File: config.mk
export PLATFORM = sky130hd
export DESIGN_NAME = cfg_i2c_target
export DESIGN_NICKNAME = d
export VERILOG_FILES = /design/src/rtl/cfg_i2c_pkg.sv /design/src/rtl/i2c_line_sync.sv /design/src/rtl/cfg_regbank.sv /design/src/rtl/i2c_proto_fsm.sv /design/src/rtl/cfg_i2c_target.sv
export SDC_FILE = /design/constraint.sdc
export NUM_CORES = 1
export LEC_CHECK = 0
export BUFFER_PORTS_ARGS = -buffer_cell sky130_fd_sc_hd__buf_4
export CAP_MARGIN = 25
export CORE_UTILIZATION = 40
export DETAILED_ROUTE_END_ITERATION = 7
export PLACE_DENSITY = 0.62
export SYNTH_ARGS = -nofsm -noshare
export SYNTH_HDL_FRONTEND = slang
export SYNTH_SLANG_ARGS = --single-unit
export TNS_END_PERCENT = 10
File: constraint.sdc
create_clock -name clk -period 2.62 [get_ports clk]
set_clock_uncertainty 0.05 [all_clocks]
set_input_delay 0.524 -clock clk [delete_from_list [all_inputs] [get_ports clk]]
set_output_delay 0.524 -clock clk [all_outputs]
set_load 0.005 [all_outputs]
File: src/rtl/cfg_i2c_pkg.sv
package cfg_i2c_pkg;

  // protocol engine state
  typedef enum logic [2:0] {
    ST_IDLE,
    ST_RX,
    ST_RX_ACK,
    ST_TX,
    ST_TX_ACK
  } bus_st_e;

  // meaning of the byte currently being received
  typedef enum logic [1:0] {
    PH_ADDR,
    PH_PTR,
    PH_DATA
  } rx_phase_e;

endpackage

File: src/rtl/i2c_line_sync.sv
module i2c_line_sync #(
  parameter int SYNC_STAGES = 2
) (
  input  logic clk,
  input  logic rst,
  input  logic scl_i,
  input  logic sda_i,
  output logic scl_s,
  output logic sda_s,
  output logic scl_rise,
  output logic scl_fall,
  output logic start_det,
  output logic stop_det
);

  logic [SYNC_STAGES-1:0] scl_pipe;
  logic [SYNC_STAGES-1:0] sda_pipe;
  logic                   scl_q;
  logic                   sda_q;

  // idle bus is high, so everything resets high
  always_ff @(posedge clk) begin
    if (rst) begin
      scl_pipe <= '1;
      sda_pipe <= '1;
      scl_q    <= 1'b1;
      sda_q    <= 1'b1;
    end else begin
      scl_pipe <= {scl_pipe[SYNC_STAGES-2:0], scl_i};
      sda_pipe <= {sda_pipe[SYNC_STAGES-2:0], sda_i};
      scl_q    <= scl_pipe[SYNC_STAGES-1];
      sda_q    <= sda_pipe[SYNC_STAGES-1];
    end
  end

  assign scl_s     = scl_pipe[SYNC_STAGES-1];
  assign sda_s     = sda_pipe[SYNC_STAGES-1];
  assign scl_rise  = scl_s & ~scl_q;
  assign scl_fall  = ~scl_s & scl_q;
  assign start_det = scl_s & scl_q & sda_q & ~sda_s;
  assign stop_det  = scl_s & scl_q & ~sda_q & sda_s;

endmodule

File: src/rtl/cfg_regbank.sv
module cfg_regbank #(
  parameter int AW = 4,
  parameter int DW = 8,
  localparam int NREG = 1 << AW
) (
  input  logic                clk,
  input  logic                rst,
  input  logic                wr_en,
  input  logic [AW-1:0]       wr_addr,
  input  logic [DW-1:0]       wr_data,
  input  logic [AW-1:0]       rd_addr,
  output logic [DW-1:0]       rd_data,
  output logic [NREG*DW-1:0]  regs_flat
);

  logic [DW-1:0] mem [NREG];

  always_ff @(posedge clk) begin
    if (rst) begin
      for (int i = 0; i < NREG; i++) mem[i] <= '0;
    end else if (wr_en) begin
      mem[wr_addr] <= wr_data;
    end
  end

  assign rd_data = mem[rd_addr];

  for (genvar g = 0; g < NREG; g++) begin : g_flat
    assign regs_flat[g*DW +: DW] = mem[g];
  end

endmodule

File: src/rtl/i2c_proto_fsm.sv
module i2c_proto_fsm
  import cfg_i2c_pkg::*;
#(
  parameter int           AW       = 4,
  parameter int           DW       = 8,
  parameter logic [6:0]   DEV_ADDR = 7'h58,
  parameter int           SEL_POS  = 2
) (
  input  logic          clk,
  input  logic          rst,
  input  logic          sda_s,
  input  logic          scl_rise,
  input  logic          scl_fall,
  input  logic          start_det,
  input  logic          stop_det,
  input  logic          addr_sel,
  input  logic [DW-1:0] rd_data,
  output logic          wr_en,
  output logic [AW-1:0] wr_addr,
  output logic [DW-1:0] wr_data,
  output logic [AW-1:0] ptr,
  output logic          sda_oe,
  output bus_st_e       st
);

  localparam int CW = $clog2(DW + 1);

  rx_phase_e     ph;
  logic [DW-1:0] rx_sh;
  logic [DW-1:0] tx_sh;
  logic [CW-1:0] bcnt;
  logic          rw;
  logic          mack;
  logic [6:0]    dev;

  always_comb begin
    dev          = DEV_ADDR;
    dev[SEL_POS] = addr_sel;
  end

  always_ff @(posedge clk) begin
    if (rst) begin
      st      <= ST_IDLE;
      ph      <= PH_ADDR;
      rx_sh   <= '0;
      tx_sh   <= '0;
      bcnt    <= '0;
      rw      <= 1'b0;
      mack    <= 1'b0;
      ptr     <= '0;
      sda_oe  <= 1'b0;
      wr_en   <= 1'b0;
      wr_addr <= '0;
      wr_data <= '0;
    end else begin
      wr_en <= 1'b0;
      if (start_det) begin
        st     <= ST_RX;
        ph     <= PH_ADDR;
        bcnt   <= '0;
        sda_oe <= 1'b0;
      end else if (stop_det) begin
        st     <= ST_IDLE;
        sda_oe <= 1'b0;
      end else begin
        case (st)
          ST_RX: begin
            if (scl_rise && bcnt != CW'(DW)) begin
              rx_sh <= {rx_sh[DW-2:0], sda_s};
              bcnt  <= bcnt + 1'b1;
            end else if (scl_fall && bcnt == CW'(DW)) begin
              bcnt <= '0;
              case (ph)
                PH_ADDR: begin
                  if (rx_sh[DW-1:1] == dev) begin
                    rw     <= rx_sh[0];
                    sda_oe <= 1'b1;
                    st     <= ST_RX_ACK;
                  end else begin
                    st <= ST_IDLE;
                  end
                end
                PH_PTR: begin
                  ptr    <= rx_sh[AW-1:0];
                  ph     <= PH_DATA;
                  sda_oe <= 1'b1;
                  st     <= ST_RX_ACK;
                end
                default: begin
                  wr_en   <= 1'b1;
                  wr_addr <= ptr;
                  wr_data <= rx_sh;
                  ptr     <= ptr + 1'b1;
                  sda_oe  <= 1'b1;
                  st      <= ST_RX_ACK;
                end
              endcase
            end
          end
          ST_RX_ACK: begin
            if (scl_fall) begin
              sda_oe <= 1'b0;
              st     <= ST_RX;
              if (ph == PH_ADDR) begin
                if (rw) begin
                  st     <= ST_TX;
                  tx_sh  <= rd_data;
                  sda_oe <= ~rd_data[DW-1];
                  bcnt   <= '0;
                end else begin
                  ph <= PH_PTR;
                end
              end
            end
          end
          ST_TX: begin
            if (scl_fall) begin
              if (bcnt == CW'(DW - 1)) begin
                st     <= ST_TX_ACK;
                sda_oe <= 1'b0;
                ptr    <= ptr + 1'b1;
                bcnt   <= '0;
              end else begin
                bcnt   <= bcnt + 1'b1;
                tx_sh  <= {tx_sh[DW-2:0], 1'b0};
                sda_oe <= ~tx_sh[DW-2];
              end
            end
          end
          ST_TX_ACK: begin
            if (scl_rise) begin
              mack <= ~sda_s;
            end else if (scl_fall) begin
              if (mack) begin
                st     <= ST_TX;
                tx_sh  <= rd_data;
                sda_oe <= ~rd_data[DW-1];
              end else begin
                st <= ST_IDLE;
              end
            end
          end
          default: ;
        endcase
      end
    end
  end

endmodule

File: src/rtl/cfg_i2c_target.sv
module cfg_i2c_target
  import cfg_i2c_pkg::*;
#(
  parameter int           ADDR_W      = 4,
  parameter int           DATA_W      = 8,
  parameter int           SYNC_STAGES = 2,
  parameter logic [6:0]   DEV_ADDR    = 7'h58,
  parameter int           SEL_POS     = 2,
  localparam int          NREG        = 1 << ADDR_W
) (
  input  logic                   clk,
  input  logic                   rst,
  input  logic                   scl_i,
  input  logic                   sda_i,
  input  logic                   addr_sel_i,
  output logic                   sda_oe_o,
  output logic [NREG*DATA_W-1:0] regs_o
);

  logic              scl_s;
  logic              sda_s;
  logic              scl_rise;
  logic              scl_fall;
  logic              start_det;
  logic              stop_det;
  logic              wr_en;
  logic [ADDR_W-1:0] wr_addr;
  logic [DATA_W-1:0] wr_data;
  logic [ADDR_W-1:0] cur_ptr;
  logic [DATA_W-1:0] rd_data;
  bus_st_e           bus_st;

  i2c_line_sync #(.SYNC_STAGES(SYNC_STAGES)) sync_i (
    .clk       (clk),
    .rst       (rst),
    .scl_i     (scl_i),
    .sda_i     (sda_i),
    .scl_s     (scl_s),
    .sda_s     (sda_s),
    .scl_rise  (scl_rise),
    .scl_fall  (scl_fall),
    .start_det (start_det),
    .stop_det  (stop_det)
  );

  i2c_proto_fsm #(
    .AW       (ADDR_W),
    .DW       (DATA_W),
    .DEV_ADDR (DEV_ADDR),
    .SEL_POS  (SEL_POS)
  ) fsm_i (
    .clk       (clk),
    .rst       (rst),
    .sda_s     (sda_s),
    .scl_rise  (scl_rise),
    .scl_fall  (scl_fall),
    .start_det (start_det),
    .stop_det  (stop_det),
    .addr_sel  (addr_sel_i),
    .rd_data   (rd_data),
    .wr_en     (wr_en),
    .wr_addr   (wr_addr),
    .wr_data   (wr_data),
    .ptr       (cur_ptr),
    .sda_oe    (sda_oe_o),
    .st        (bus_st)
  );

  cfg_regbank #(.AW(ADDR_W), .DW(DATA_W)) bank_i (
    .clk       (clk),
    .rst       (rst),
    .wr_en     (wr_en),
    .wr_addr   (wr_addr),
    .wr_data   (wr_data),
    .rd_addr   (cur_ptr),
    .rd_data   (rd_data),
    .regs_flat (regs_o)
  );

endmodule

# After elaboration in Yosys (flattened, before gate mapping)
# Memories as Yosys holds them, arrays and structs flattened. A register that Yosys moved wholly into a read port is not among the register bits.
# Cells that the tools add are included.
[word_totals]
n_memories = 1
input_bits = 5
ram_bits = 128
regBits = 50
[classes]
n_mux = 69
bitwise = 19
n_reduce_logical = 25
n_eq_ne = 32
addsub = 2
[memory_table]
columns = ["name", "words", "width", "rd", "rd_ports_with_merged_regs", "wr", "line", "source"]
rows = [
  ["bank_i.mem", 16, 8, 17, 1, 16, "cfg_regbank.sv:16", "logic [DW-1:0] mem [NREG];"],
]
[ops]
columns = ["cell", "count"]
rows = [
  ["2-to-1 mux 4 bit", 14],
  ["2-to-1 mux 7 bit", 8],
  ["AND reduction 8 bit", 4],
  ["2-to-1 mux 3 bit", 8],
  ["2-to-1 mux 1 bit", 21],
  ["one-hot mux 7 bit (3 select lines)", 1],
  ["2-to-1 mux 2 bit", 10],
  ["!= test 4 x 1 -> 1 bit, second input constant", 5],
  ["!= test 2 x 1 -> 1 bit, second input constant", 8],
  ["one-hot mux 4 bit (2 select lines)", 2],
  ["AND reduction 7 bit", 2],
  ["!= test 2 bit, second input constant", 6],
  ["NOT 1 bit", 12],
  ["one-hot mux 3 bit (4 select lines)", 1],
  ["one-hot mux 4 bit (3 select lines)", 1],
  ["AND reduction 11 bit", 1],
  ["AND reduction 9 bit", 1],
  ["adder 4 x 1 -> 4 bit, second input constant", 2],
  ["2-to-1 mux 8 bit", 1],
  ["!= test 4 bit, second input constant", 2],
  ["AND reduction 4 bit", 2],
  ["OR reduction 8 bit", 1],
  ["AND 1 bit", 7],
  ["equality test 7 bit", 1],
  ["other kinds (21)", 26],
]

# Logic depth before layout (Yosys ltp)
# Gate-level depths: netlist of the first run.
[logic_depth]
word_depth = 8
mapped_depth = 10
depth_no_buf = 7

# By module
# A second synthesis of the first run with hierarchy kept.
[unflattened]
hier_cells = 650
area_unflattened_um2 = 8421.8
[by_module_without_submodules]
columns = ["module", "cells_each", "area_each_um2", "seq_area_each_um2", "instances"]
rows = [
  ["cfg_regbank", 375, 5861.9, 3843.7, 1],
  ["i2c_proto_fsm", 259, 2369.8, 880.8, 1],
  ["i2c_line_sync", 16, 190.2, 120.1, 1],
]

# Least setup slack after synthesis of the first run
# No wires, ideal clock.
[synth_timing]
path_kind = "input port to flip-flop"
from = "in rst"
to = "mem bank_i.mem[1][0], enable pin"
path_stages = 4
t_arrival_ps = 1737
path_buffers = 1
setup_time_ps = 384
required_time_ps = 2186
path_slack_ps = 449
path_cell_list = "nand2b_1 > or3_1 > clkbuf_1 > o21ai_0"
[synth_rtl]
columns = ["element", "line", "source"]
rows = [
  ["from (decl)", "cfg_i2c_target.sv:12", "input logic rst,"],
  ["to (decl)", "cfg_regbank.sv:16", ""],
]

==> key figures, run 1 <==
Die
  – Die area: 21,700 um^2
  – Core area: 20,500 um^2
  – Chip Width: 147 um
  – IO Pins: 134
  – Die H: 147 um
  – Cell Rows: 52
  – Initial Util: 0.413

Global routing
  – Gr usage total: 0.226
  – Largest net degree at the start of global routing: 38
  – Vias in the first global route: 6,019
  – GRT overflow: 0
  – Initial antenna violation count: 1
  – First-pass GRT wire length: 36,300 um

Synthesis
  – Mapped Cells: 695
  – Synth warnings: 0
  – Post-synthesis sequential area ratio: 0.583
  – Post-synth ARST share: 0
  – Mapped cell area: 8450 um^2
  – Synth Flop Type: edfxtp_1
  – EDFF count, synth: 128
  – Mapped Avg Cell Area: 12.2 um^2
  – #FFs+latches synth: 182
  – Yosys cell types: 59
  – Synth Net Count: 703

Cells and area
  – Final #Nets: 846
  – Non-Filler Instances: 1,121
  – Antenna cell count: 0
  – Post-route cell area: 10,400 um^2
  – Layout cells sized above 1: 0.287
  – Finished Core Util: 0.509
  – Area Growth Syn to Fin: 23.4%

Clock tree
  – Clock buffer depth: 2
  – Num CTS Buffers: 17
  – Post_cts resized: 0
  – Clock root buffer: clkbuf_16
  – Post-CTS Setup Inserts: 0
  – Clock Latency Late Sink: 0.43 ns
  – Num Clock Sinks: 182
  – H-Tree Depth: 4
  – CTS Hold Bufs: 0
  – CTS clk-pin slew, worst paths: 0.07 ns
  – CTS tree: done

Placed design
  – Number of buffers added on ports: 133
  – Dpl hpwl: 17,600 um
  – GPL Wtd Cong: 0.908
  – Post-DP Area: 9870 um^2
  – Placed insts: 1,089

Worst setup path
  – Required time worst endpoint: 2.87 ns
  – Critical Path Sink Type: flip-flop
  – WP data arrival: 2.58 ns
  – Worst Path Max Fanout: 23
  – WP depth: 6
  – Most used cell, CP: nor2_1
  – CP Cell Sequence: buf_12 > mux4_2 > mux2i_1 > nor2_1 > a2111oi_0 > nor2_1
  – Crit-path leading delay family: multiplexers
  – Slowest CP cell: mux4_2
  – Max incr delay on CP: 0.54 ns
  – CP Buf/Inv Count: 1
  – Type of the worst setup path: reg2reg
  – Worst reg-to-reg path cell count: 6
  – Startpoint Class: flip-flop

Power and ir drop
  – Max VDD drop: 0.000421 V
  – Design Power: 0.00593 W
  – Leakage: 3.99 nW
  – Pwr/cell area: 568 nW/um^2

Status
  – Run status: finished, final reports clean

Detailed routing
  – DRC: 0
  – TritonRoute pass-1 iters: 5
  – Vias: 6,150
  – Routed WL per cell: 21.5 um
  – Routed WL: 24,100 um
  – Antenna Violating Nets Remaining: 0
  – Vias per std cell: 5.49
  – Initial DRC Count: 507

Timing
  – Final setup TNS: 0 ns
  – RSZ-0062 raised after global routing: false
  – Final setup vio count: 0
  – F_max: 429 MHz
  – Final hold violations: 0
  – Final min period: 2.33 ns
  – Max Slew Vio Count: 0
  – Worst slew margin: 0.467
  – Tcrit/Tclk final: 0.889
  – Slew @ Worst Pin: 0.799 ns

Worst hold path
  – Worst hold path class: in2reg
  – Min-Delay Path Depth: 2

Job
  – Max-cap violations: 0
-- worst reg2reg max path: stages, from the launching register on --
cell,delay (ns)
dfxtp_2,0.52
buf_12,0.26
mux4_2,0.56
mux2i_1,0.26
nor2_1,0.08
a2111oi_0,0.39
nor2_1,0.10
-- worst paths after layout --
path                                           end  slack [ns]               start
worst max-delay path                fsm_i.tx_sh[1]        0.29           flip-flop
worst min-delay path            sync_i.scl_pipe[0]        0.23               scl_i
worst max register to register      fsm_i.tx_sh[1]        0.29           flip-flop
worst min register to register  sync_i.scl_pipe[1]        0.36  sync_i.scl_pipe[0]
-- cells in the mapped netlist (10+ instances only) --
library cell / number / area share
buf_2: 14 / 0.0083
edfxtp_1: 128 / 0.45
mux2i_1: 27 / 0.032
and2_1: 132 / 0.098
nor3_1: 10 / 0.0059
nand2_1: 29 / 0.013
mux4_2: 25 / 0.067
nor2b_1: 11 / 0.0081
a21oi_1: 35 / 0.021
nand3_1: 22 / 0.013
o21ai_0: 26 / 0.015
clkbuf_1: 26 / 0.012
dfxtp_1: 54 / 0.13
nor2_1: 49 / 0.022
-- per-stage QoR --
step / hold WS, ns / worst slack, ns
after CTS: 0.215 / 0.328
after detailed placement: 0.343 / 0.341
final: 0.226 / 0.290
after global placement: 0.341 / 0.350
after global routing: 0.221 / 0.135
after floorplan: 0.339 / 0.449
-- layout make-up --
| cell class | count | area, um^2 |
|---|---|---|
| Sequential cell | 182 | 4930 |
| Clock inverter | 14 | 134 |
| Fill cell | 1806 | 10100 |
| Timing Repair Buffer | 168 | 1270 |
| Tap cell | 270 | 338 |
| Multi-Input combinational cell | 463 | 3310 |
| Inverter | 6 | 22.5 |
| Clock buffer | 18 | 429 |
-- power by group --
group	switching, W	internal, W
Clock	0.00120	0.00126
Sequential	0.0000615	0.00314
Combinational	0.000125	0.000135
-- cell families after synthesis --
group,synth area share
xor gates and xnor gates,0.00207
adders and majority gates,0.00444
muxes,0.113
and+or+nand+nor,0.199
buffers and inverters,0.0265
DFF,0.583
AOI/OAI and AO/OA,0.0725
-- cell usage in the layout, fill, tap and decap left out, drive strengths merged, types with 5 or more instances in the layout --
| cell type | n |
|---|---|
| nor2 | 49 |
| clkbuf | 18 |
| dfxtp | 54 |
| mux4 | 28 |
| nand3b | 7 |
| nand2b | 6 |
| nor3 | 10 |
| mux2i | 27 |
| or2 | 9 |
| nor2b | 11 |
| nand3 | 22 |
| a211oi | 9 |
| clkinv | 5 |
| inv | 14 |
| edfxtp | 128 |
| and2 | 132 |
| a21oi | 36 |
| a31oi | 5 |
| buf | 168 |
| o21ai | 30 |
| nand2 | 29 |
-- state kept, by name, summed over array words and instances (netlist names), named ones only --
| signal | count |
|---|---|
| fsm_i.rx_sh | 8 |
| sync_i.scl_pipe | 2 |
| sync_i.sda_q | 1 |
| fsm_i.rw | 1 |
| bank_i.mem | 128 |
| fsm_i.wr_data | 8 |
| fsm_i.tx_sh | 7 |
| fsm_i.ph | 2 |
| fsm_i.wr_addr | 4 |
| fsm_i.st | 3 |
| fsm_i.bcnt | 4 |
| fsm_i.sda_oe | 1 |
| sync_i.sda_pipe | 2 |
| fsm_i.wr_en | 1 |
| fsm_i.ptr | 4 |
| sync_i.scl_q | 1 |
| fsm_i.mack | 1 |
-- metal layers --
metal / up-vias / global-route usage / share of wire
met5: - / 0 / 0
met4: 0 / 0.0856 / 0.026
met3: 33 / 0.0321 / 0.059
met2: 250 / 0.363 / 0.48
met1: 3051 / 0.310 / 0.44
li1: 2816 / - / -
No activity file was read; power rests on OpenSTA's default activity.
==> run 2, diff against run 1 <==
--- a/config.mk
+++ b/config.mk
@@ -7,6 +7,7 @@
 export LEC_CHECK = 0
 export BUFFER_PORTS_ARGS = -buffer_cell sky130_fd_sc_hd__buf_4
 export CAP_MARGIN = 25
+export CORE_MARGIN = 1.5
 export CORE_UTILIZATION = 40
 export DETAILED_ROUTE_END_ITERATION = 7
 export PLACE_DENSITY = 0.62
==> constraint.sdc (replaced) <==
create_clock -name clk -period 2.75 [get_ports clk]
set_clock_uncertainty 0.05 [all_clocks]
set_input_delay 0.55 -clock clk [delete_from_list [all_inputs] [get_ports clk]]
set_output_delay 0.55 -clock clk [all_outputs]
set_load 0.005 [all_outputs]
==> key figures, run 2 (synthesis results as in run 1) <==
Timing
  – Slew @ Worst Pin: 0.782 ns (-0.0167 ns)
  – Hold slack final: 0.255 ns (+0.0294 ns)
  – Tcrit/Tclk final: 0.813 (-0.0758)
  – Max Slew Vio Count: 0 (unchanged)
  – F_max: 447 MHz (+4.2%)
  – Worst setup margin: 0.513 ns (+0.223 ns)
  – RSZ-0062 raised after global routing: false
  – Final hold violations: 0 (unchanged)
  – Final setup TNS: 0 ns (unchanged)
  – Worst slew margin: 0.478 (+0.0112)
  – Final min period: 2.24 ns (-0.0929 ns)
  – Final setup vio count: 0 (unchanged)

Cells and area
  – Final #Nets: 839 (-0.83%)
  – Non-Filler Instances: 1,120 (-0.089%)
  – Number of fill cells: 1,854 (+2.7%)
  – Sequential Area: 4930 um^2 (unchanged)
  – Max FFs per register: 128 (unchanged)
  – Commonest cells after routing, fill and taps aside: buf_4, and2_1, edfxtp_1
  – Commonest non-fill, non-tap cell in the layout: buf_4
  – Area Growth Syn to Fin: 22.9%
  – Largest regs: bank_i.mem (128), fsm_i.rx_sh (8), fsm_i.wr_data (8)
  – Largest Register: bank_i.mem
  – Layout cells sized above 1: 0.278 (-0.00829)
  – Area of the multi-input gates: 3310 um^2 (unchanged)

Worst setup path
  – Type of the worst setup path: reg2reg
  – WP data arrival: 2.53 ns (-0.05 ns)
  – Startpoint Class: flip-flop
  – Required time worst endpoint: 3.04 ns (+0.17 ns)
  – Critical Path Sink Type: flip-flop
  – R2R setup slack: 0.51 ns (+0.22 ns)
  – Worst Path Max Fanout: 6 (-74%)

Clock tree
  – H-Tree Depth: 4 (unchanged)
  – Num CTS Buffers: 17 (unchanged)
  – Post-CTS Setup Inserts: 0 (unchanged)
  – CTS Hold Bufs: 0 (unchanged)
  – CTS clk-pin slew, worst paths: 0.07 ns (about the same)
  – Clock buffer depth: 2 (unchanged)
  – Post_cts resized: 0 (unchanged)
  – CTS tree: done
  – Clock Latency Late Sink: 0.43 ns (about the same)
  – Clock root buffer: clkbuf_16
  – Num Clock Sinks: 182 (unchanged)

Detailed routing
  – Routed WL per cell: 21.3 um (-0.75%)
  – Antenna Violating Nets Remaining: 0 (unchanged)
  – DRC: 0 (unchanged)
  – Vias per std cell: 5.45 (-0.68%)
  – Vias: 6,103 (-0.76%)
  – TritonRoute pass-1 iters: 5 (unchanged)
  – Initial DRC Count: 468 (-7.7%)
  – Routed WL: 23,900 um (-0.84%)

Die
  – Chip Width: 148 um (+0.68%)
  – Initial Util: 0.405 (-0.00778)
  – Die area: 22,000 um^2 (+1.4%)
  – Die H: 148 um (+0.68%)
  – IO Pins: 134 (unchanged)
  – Cell Rows: 53 (+1.9%)
  – Core area: 20,900 um^2 (+1.9%)

Job
  – Max-cap violations: 0 (unchanged)

Power and ir drop
  – Leakage: 3.95 nW (-0.92%)
  – Switching Fraction: 0.228 (-0.00669)
  – Logic pwr share: 0.043 (about the same)
  – Switching power: 0.00130 W (-6.8%)
  – Clock power frac: 0.421 (+0.005)
  – Pwr/cell area: 547 nW/um^2 (-3.7%)
  – Register share of total power: 0.536 (-0.004)
  – Max VDD drop: 0.000453 V (+7.8%)
  – Internal Power: 0.00439 W (-3.2%)

Worst hold path
  – Worst hold path class: in2reg

Global routing
  – Gr usage total: 0.222 (-0.00404)
  – Initial antenna violation count: 0 (-1)
  – Largest net degree at the start of global routing: 39 (+2.6%)
  – First-pass GRT wire length: 35,800 um (-1.5%)
  – Vias in the first global route: 5,883 (-2.3%)
  – GRT overflow: 0 (unchanged)

Placed design
  – GPL Wtd Cong: 0.888 (-2.2%)
  – Dpl hpwl: 17,200 um (-2.3%)
  – Placed insts: 1,087 (-0.18%)
  – Number of buffers added on ports: 133 (unchanged)
  – Pre-CTS setup slack: 0.545 ns (+0.204 ns)

Status
  – Run status: finished, final reports clean
[run 2: cell count changes in the layout (fill, tap and decap cells not counted), sizes merged]
cell and delta:
inv -2, diode +1, clkinv +1, bufinv +1, buf -7
[run 2: path summary, 6_finish.rpt]
kind / startpoint / end / cells after the start
worst min register to register: sync_i.scl_pipe[0] / sync_i.scl_pipe[1] / 1
worst max-delay path: flip-flop / fsm_i.sda_oe / 5
worst min-delay path: scl_i / sync_i.scl_pipe[0] / 2
worst max register to register: flip-flop / fsm_i.sda_oe / 5
[run 2: cell type report]
class                   instances  share of cell area
inverters                       6             0.00217
clock inverters                14              0.0135
multi-input cells             463               0.318
diodes                          1            0.000241
repair buffers                161               0.118
flip-flops and latches        182               0.474
well taps                     275              0.0331
clock buffers                  18              0.0413
[run 2: per-stage QoR]
step	area (um^2)	utilization	power, W
floorplan	8450	-	0.00318
global placement	9820	0.470	0.00335
finish	10400	0.498	0.00569
CTS	10400	0.497	0.00571
detailed placement	9820	0.470	0.00336
global route	10400	0.497	0.00585
[run 2: power groups by stage]
stage | clock (W) | sequential, W | combinational [W]
finish | 0.00239 | 0.00305 | 0.000245
global placement | 0 | 0.00311 | 0.000246
floorplan | 0 | 0.00309 | 0.0000876
global route | 0.00253 | 0.00305 | 0.000264
CTS | 0.00242 | 0.00305 | 0.000249
detailed placement | 0 | 0.00311 | 0.000247
[run 2: layer usage]
layer | vias to the layer above | GRT usage | wire length [um]
li1 | 2813 | - | -
met1 | 3031 | 0.303 | 10300
met2 | 229 | 0.352 | 11400
met3 | 30 | 0.0402 | 1580
met4 | 0 | 0.0861 | 536
met5 | - | 0 | 0
[run 2: critical path, cell delays in order, from the launching register on]
cell and delay (ns):
dfxtp_1 0.51, mux4_1 0.61, mux4_2 0.54, a21oi_2 0.15
a21oi_1 0.07, a211oi_2 0.21
